## config.mk

```make
export PLATFORM = sky130hd
export DESIGN_NAME = pgwalk_top
export DESIGN_NICKNAME = d
export VERILOG_FILES = /design/src/rtl/pgwalk_pkg.sv /design/src/rtl/pgwalk_addr.sv /design/src/rtl/pgwalk_attr.sv /design/src/rtl/pgwalk_ctrl.sv /design/src/rtl/pgwalk_top.sv
export SDC_FILE = /design/constraint.sdc
export NUM_CORES = 1
export LEC_CHECK = 0
export ABC_AREA = 0
export BUFFER_PORTS_ARGS = -buffer_cell sky130_fd_sc_hd__buf_2
export CORE_MARGIN = 3
export CORE_UTILIZATION = 45
export CTS_BUF_LIST = sky130_fd_sc_hd__clkbuf_4
export DETAILED_ROUTE_END_ITERATION = 10
export PLACE_DENSITY = 0.88
export SYNTH_ARGS = -nofsm -noshare
export SYNTH_HDL_FRONTEND = slang
export SYNTH_SLANG_ARGS = --single-unit
```

## constraint.sdc

```tcl
create_clock -name clk -period 1.7 [get_ports clk]
set_clock_uncertainty 0.15 [all_clocks]
set_input_delay 0 -clock clk [delete_from_list [all_inputs] [get_ports clk]]
set_output_delay 0 -clock clk [all_outputs]
set_load 0.02 [all_outputs]
```

## src/rtl/pgwalk_pkg.sv

```systemverilog
package pgwalk_pkg;
  localparam int LEVELS   = 4;
  localparam int IDX_W    = 9;
  localparam int OFF_W    = 12;
  localparam int PPN_W    = 40;
  localparam int ENTRY_W  = 64;
  localparam int VPN_W    = LEVELS * IDX_W;
  localparam int PA_W     = PPN_W + OFF_W;
  localparam int LVL_W    = $clog2(LEVELS);
  localparam int ENT_SH   = $clog2(ENTRY_W / 8);

  // entry field positions
  localparam int B_PRES   = 0;
  localparam int B_WRITE  = 1;
  localparam int B_USER   = 2;
  localparam int B_PPN_LO = OFF_W;

  typedef enum logic [1:0] {
    S_IDLE = 2'd0,
    S_REQ  = 2'd1,
    S_WAIT = 2'd2,
    S_DONE = 2'd3
  } walk_state_t;
endpackage

```

## src/rtl/pgwalk_addr.sv

```systemverilog
module pgwalk_addr #(
  parameter int LEVELS = pgwalk_pkg::LEVELS,
  parameter int IDX_W  = pgwalk_pkg::IDX_W,
  parameter int PPN_W  = pgwalk_pkg::PPN_W,
  parameter int ENT_SH = pgwalk_pkg::ENT_SH,
  localparam int VPN_W = LEVELS * IDX_W,
  localparam int LVL_W = $clog2(LEVELS),
  localparam int PA_W  = PPN_W + IDX_W + ENT_SH
) (
  input  logic [VPN_W-1:0] vpn,
  input  logic [LVL_W-1:0] level,
  input  logic [PPN_W-1:0] table_ppn,
  output logic [PA_W-1:0]  entry_addr
);
  logic [IDX_W-1:0] idx [LEVELS];

  // level 0 takes the most significant slice
  for (genvar g = 0; g < LEVELS; g++) begin : g_idx
    assign idx[g] = vpn[(LEVELS-1-g)*IDX_W +: IDX_W];
  end

  assign entry_addr = {table_ppn, idx[level], {ENT_SH{1'b0}}};
endmodule

```

## src/rtl/pgwalk_attr.sv

```systemverilog
module pgwalk_attr #(
  parameter int ENTRY_W  = pgwalk_pkg::ENTRY_W,
  parameter int PPN_W    = pgwalk_pkg::PPN_W,
  parameter int B_PRES   = pgwalk_pkg::B_PRES,
  parameter int B_WRITE  = pgwalk_pkg::B_WRITE,
  parameter int B_USER   = pgwalk_pkg::B_USER,
  parameter int B_PPN_LO = pgwalk_pkg::B_PPN_LO
) (
  input  logic               clk,
  input  logic               rst,
  input  logic               clear,
  input  logic               load,
  input  logic [ENTRY_W-1:0] entry,
  output logic               present,
  output logic [PPN_W-1:0]   next_ppn,
  output logic               ro_now,
  output logic               usr_now
);
  logic ro_acc, usr_acc;

  assign present  = entry[B_PRES];
  assign next_ppn = entry[B_PPN_LO +: PPN_W];
  assign ro_now   = ro_acc | ~entry[B_WRITE];
  assign usr_now  = usr_acc & entry[B_USER];

  always_ff @(posedge clk) begin
    if (rst || clear) begin
      ro_acc  <= 1'b0;
      usr_acc <= 1'b1;
    end else if (load) begin
      ro_acc  <= ro_now;
      usr_acc <= usr_now;
    end
  end
endmodule

```

## src/rtl/pgwalk_ctrl.sv

```systemverilog
module pgwalk_ctrl #(
  parameter int LEVELS = pgwalk_pkg::LEVELS,
  localparam int LVL_W = $clog2(LEVELS)
) (
  input  logic             clk,
  input  logic             rst,
  input  logic             req_valid,
  input  logic             mem_rsp_valid,
  input  logic             present,
  output logic             idle,
  output logic             start,
  output logic             issue,
  output logic             take,
  output logic             finish,
  output logic             done,
  output logic [LVL_W-1:0] level
);
  import pgwalk_pkg::*;

  walk_state_t state;
  logic        last;

  assign idle   = (state == S_IDLE);
  assign issue  = (state == S_REQ);
  assign done   = (state == S_DONE);
  assign start  = idle && req_valid;
  assign take   = (state == S_WAIT) && mem_rsp_valid;
  assign last   = (level == LVL_W'(LEVELS - 1));
  assign finish = take && (!present || last);

  always_ff @(posedge clk) begin
    if (rst) begin
      state <= S_IDLE;
      level <= '0;
    end else begin
      case (state)
        S_IDLE: if (req_valid) begin
          state <= S_REQ;
          level <= '0;
        end
        S_REQ:  state <= S_WAIT;
        S_WAIT: if (mem_rsp_valid) begin
          if (!present || last) begin
            state <= S_DONE;
          end else begin
            state <= S_REQ;
            level <= level + 1'b1;
          end
        end
        default: state <= S_IDLE;
      endcase
    end
  end
endmodule

```

## src/rtl/pgwalk_top.sv

```systemverilog
module pgwalk_top #(
  parameter int LEVELS  = pgwalk_pkg::LEVELS,
  parameter int IDX_W   = pgwalk_pkg::IDX_W,
  parameter int PPN_W   = pgwalk_pkg::PPN_W,
  parameter int ENTRY_W = pgwalk_pkg::ENTRY_W,
  localparam int VPN_W  = LEVELS * IDX_W,
  localparam int LVL_W  = $clog2(LEVELS),
  localparam int ENT_SH = $clog2(ENTRY_W / 8),
  localparam int PA_W   = PPN_W + IDX_W + ENT_SH
) (
  input  logic               clk,
  input  logic               rst,
  input  logic               req_valid,
  output logic               req_ready,
  input  logic [VPN_W-1:0]   req_vpn,
  input  logic               req_user,
  input  logic [PPN_W-1:0]   req_root_ppn,
  output logic               mem_req_valid,
  output logic [PA_W-1:0]    mem_req_addr,
  input  logic               mem_rsp_valid,
  input  logic [ENTRY_W-1:0] mem_rsp_data,
  output logic               rsp_valid,
  output logic [PPN_W-1:0]   rsp_ppn,
  output logic               rsp_readonly,
  output logic               rsp_user,
  output logic               rsp_fault
);
  logic             idle, start, issue, take, finish, done;
  logic [LVL_W-1:0] level;
  logic             present, ro_now, usr_now;
  logic [PPN_W-1:0] next_ppn;

  logic [VPN_W-1:0] vpn_q;
  logic             user_q;
  logic [PPN_W-1:0] tbl_q;

  pgwalk_ctrl #(.LEVELS(LEVELS)) u_ctrl (
    .clk(clk), .rst(rst), .req_valid(req_valid), .mem_rsp_valid(mem_rsp_valid),
    .present(present), .idle(idle), .start(start), .issue(issue), .take(take),
    .finish(finish), .done(done), .level(level)
  );

  pgwalk_addr #(.LEVELS(LEVELS), .IDX_W(IDX_W), .PPN_W(PPN_W), .ENT_SH(ENT_SH)) u_addr (
    .vpn(vpn_q), .level(level), .table_ppn(tbl_q), .entry_addr(mem_req_addr)
  );

  pgwalk_attr #(.ENTRY_W(ENTRY_W), .PPN_W(PPN_W)) u_attr (
    .clk(clk), .rst(rst), .clear(start), .load(take), .entry(mem_rsp_data),
    .present(present), .next_ppn(next_ppn), .ro_now(ro_now), .usr_now(usr_now)
  );

  always_ff @(posedge clk) begin
    if (rst) begin
      vpn_q  <= '0;
      user_q <= 1'b0;
      tbl_q  <= '0;
    end else if (start) begin
      vpn_q  <= req_vpn;
      user_q <= req_user;
      tbl_q  <= req_root_ppn;
    end else if (take) begin
      tbl_q  <= next_ppn;
    end
  end

  always_ff @(posedge clk) begin
    if (rst) begin
      rsp_ppn      <= '0;
      rsp_readonly <= 1'b0;
      rsp_user     <= 1'b0;
      rsp_fault    <= 1'b0;
    end else if (finish) begin
      rsp_ppn      <= next_ppn;
      rsp_readonly <= ro_now;
      rsp_user     <= usr_now;
      rsp_fault    <= !present || (user_q && !usr_now);
    end
  end

  assign req_ready     = idle;
  assign mem_req_valid = issue;
  assign rsp_valid     = done;
endmodule

```

==> results.ini <==
[timing]
finalCritPeriodShare_pct=112
setup_ws_ns=-0.201
rsz0062_at_grt=true
setup_violations=28
timing.fmax_mhz=526
drv_slew=0
finalHoldViolCount=0
holdWs_ns=0.113
min_period_ns=1.90

[run_status]
status=finished with violations
violations=setup timing

[pwr]
clockPowerShare_pct=27.5
netSwitchingPower_mw=2.11
pwr-share-comb_pct=24.0
seqPwrFrac_pct=48.5
power.density_nw_per_um2=764
leakage_nw=3.79
p_int_mw=4.59
vdd_drop_max_uv=619
swShare_pct=31.5

[clocking]
cts-root-buf=clkbuf_4
cts_buffers=17
cts_tree=done
clkTransAtPathRegs_ns=0.10
clockBufferDepth=2
htree_levels=4
clock-sinks=126
clk_latency_ns=0.52

[floorplan]
core-area_um2=11100
rows=38
die_height_um=114
start_util_pct=47.1
die_area_um2=12900
io_pins=243
die_w_um=114

[layout]
fillCellCount=601
utilization_pct=79.1
fin_nets=1118
areaGrowthSynthToFinish_pct=67.8
layout-drive-gt1-share_pct=32.9
layout_commonest_cell=buf_2
stdcell_area_um2=8760
final_cell_mix=buf_2, dlygate4sd3_1, nand2_1

[route]
finalWirelength_um=23100
antenna_left=0
via_per_inst=5.59
dr.pass1.iters=6
drt_iter0_drc=619
route.detailed.drc=0
wl_per_cell_um=20.5
via_count=6303

[synth]
syn_area_um2=5220
ys_ff_latch=126
syn-mean-instance-area_um2=8.96
yosys-top-cells-area=dfxtp_1, nand2_1, mux2i_1
yosysWarningCount=0
synthCells=583
yosysSeqAreaShare_pct=48.3
synth_top_area_share_pct=48.3
synth.largest_area_cell=dfxtp_1
ys_types=35

[global_route]
antenna_found_initial=2
grt_pass1_wl_um=33200
track_usage_pct=33.0
gr-total-overflow=0
grt_max_degree=123
grt_pass1_vias=6492

[setup_path]
critPathMaxFanout=5
crit_arrival_ns=1.75
slowest_delay_ns=0.53
worst_setup_path_end_kind=output port
crit_required_ns=1.55
crit_type=flip-flop to output port
cp-start-kind=flip-flop
worst_path_max_delay_cell=mux4_2
worstPathCellList=buf_8 > mux4_2 > buf_6
ff2ff_path_depth=9

[min_path]
hold_depth=4
hp-class=input pin to flip-flop

[placed_design]
hpwlAfterDp_um=9890
port_buffers=218
place_area_um2=6350
place.gp.congestion=0.800

[flow_run]
drv_cap=0

==> metrics by stage <==
step	power (mW)	setup TNS (ns)	cells	setup WS (ns)
2_1_floorplan	3.98	0	585	0.229
3_3_place_gp	4.37	0	909	0.140
3_5_place_dp	4.40	0	909	0.0668
4_1_cts	6.49	-2.10	1109	-0.242
5_1_grt	6.95	-4.52	1127	-0.285
6_report	6.69	-2.63	1128	-0.201
==> cell type report <==
| cell class | instances | area [um^2] | area share (%) |
|---|---|---|---|
| clock inverters | 14 | 103 | 1.17 |
| multi-input cells | 363 | 2340 | 26.8 |
| diodes | 3 | 7.51 | 0.0857 |
| flip-flops and latches | 126 | 2530 | 28.8 |
| clock buffers | 18 | 135 | 1.54 |
| repair buffers | 419 | 3300 | 37.7 |
| inverters | 45 | 170 | 1.94 |
| well taps | 140 | 175 | 2.00 |
==> kinds of logic after synthesis <==
family / after synthesis / share of synthesized area, %
simple gates: 181 / 14.4
compound gates: 129 / 15.7
flops: 126 / 48.3
buf+inv: 96 / 9.71
mux: 49 / 11.6
fa+ha+maj: 1 / 0.240
other cells: 1 / 0.0718
==> flip-flops by register name, indices dropped and copies added (netlist names) <==
register        cells
rsp_fault           1
rsp_ppn            40
u_ctrl.level        2
user_q              1
u_attr.ro_acc       1
vpn_q              36
rsp_readonly        1
tbl_q              40
u_attr.usr_acc      1
u_ctrl.state        2
rsp_user            1
==> final timing paths <==
check	to	slack, ns	from
min	vpn_q[33]	0.11	req_vpn[33]
max	mem_req_addr[5]	-0.20	u_ctrl.level[0]
max reg2reg	rsp_ppn[32]	-0.12	u_ctrl.level[0]
min reg2reg	tbl_q[23]	0.30	tbl_q[23]
==> synth_stat cells <==
cell,instances
inv_1,44
a21o_1,1
clkinv_1,1
buf_2,15
nand2_1,160
o21a_1,2
and2_1,1
a21oi_1,78
a31o_2,1
nor2b_1,2
nor4b_1,1
buf_4,6
nor3b_2,1
nor4_1,1
mux2i_1,40
nand3_1,1
or2_1,1
nor2_1,4
nand4b_1,1
nand3b_4,1
a211oi_1,3
or3b_1,1
buf_6,14
nor2_4,1
clkbuf_1,16
o221ai_1,40
a31oi_1,2
ha_1,1
conb_1,1
nand2b_1,3
or3_1,2
dfxtp_1,126
mux4_2,9
o211ai_1,1
o21ai_0,1
==> repair_timing <==
action | in CTS | in global routing
pin swaps | 0 | 2
resized for setup | 28 | 36
hold buffers | 163 | 0
cloned | 1 | 7
endpoints found under the setup margin | 9 | 62
buffers inserted | 4 | 11
endpoints found under the hold margin | 126 | 0
==> metal layers <==
layer,up-vias,GRT usage [%],routed length [um]
li1,2756,-,-
met1,2861,33.9,7720
met2,536,57.0,11200
met3,150,11.0,2550
met4,0,22.1,1570
met5,-,0,0
==> power by group through the flow <==
stage	clock (mW)	combinational (mW)	sequential, mW
after CTS	1.84	1.42	3.22
after global placement	0	1.09	3.28
after detailed placement	0	1.11	3.29
after global routing	1.99	1.69	3.26
after floorplan	0	0.556	3.43
final	1.84	1.61	3.25
==> worst max-delay path, delay by kind of cell (launching register included) <==
family	cells	cell delay [ns]
mux	1	0.53
flops	1	0.40
buf+inv	2	0.30
No activity file was read; power rests on OpenSTA's default activity.
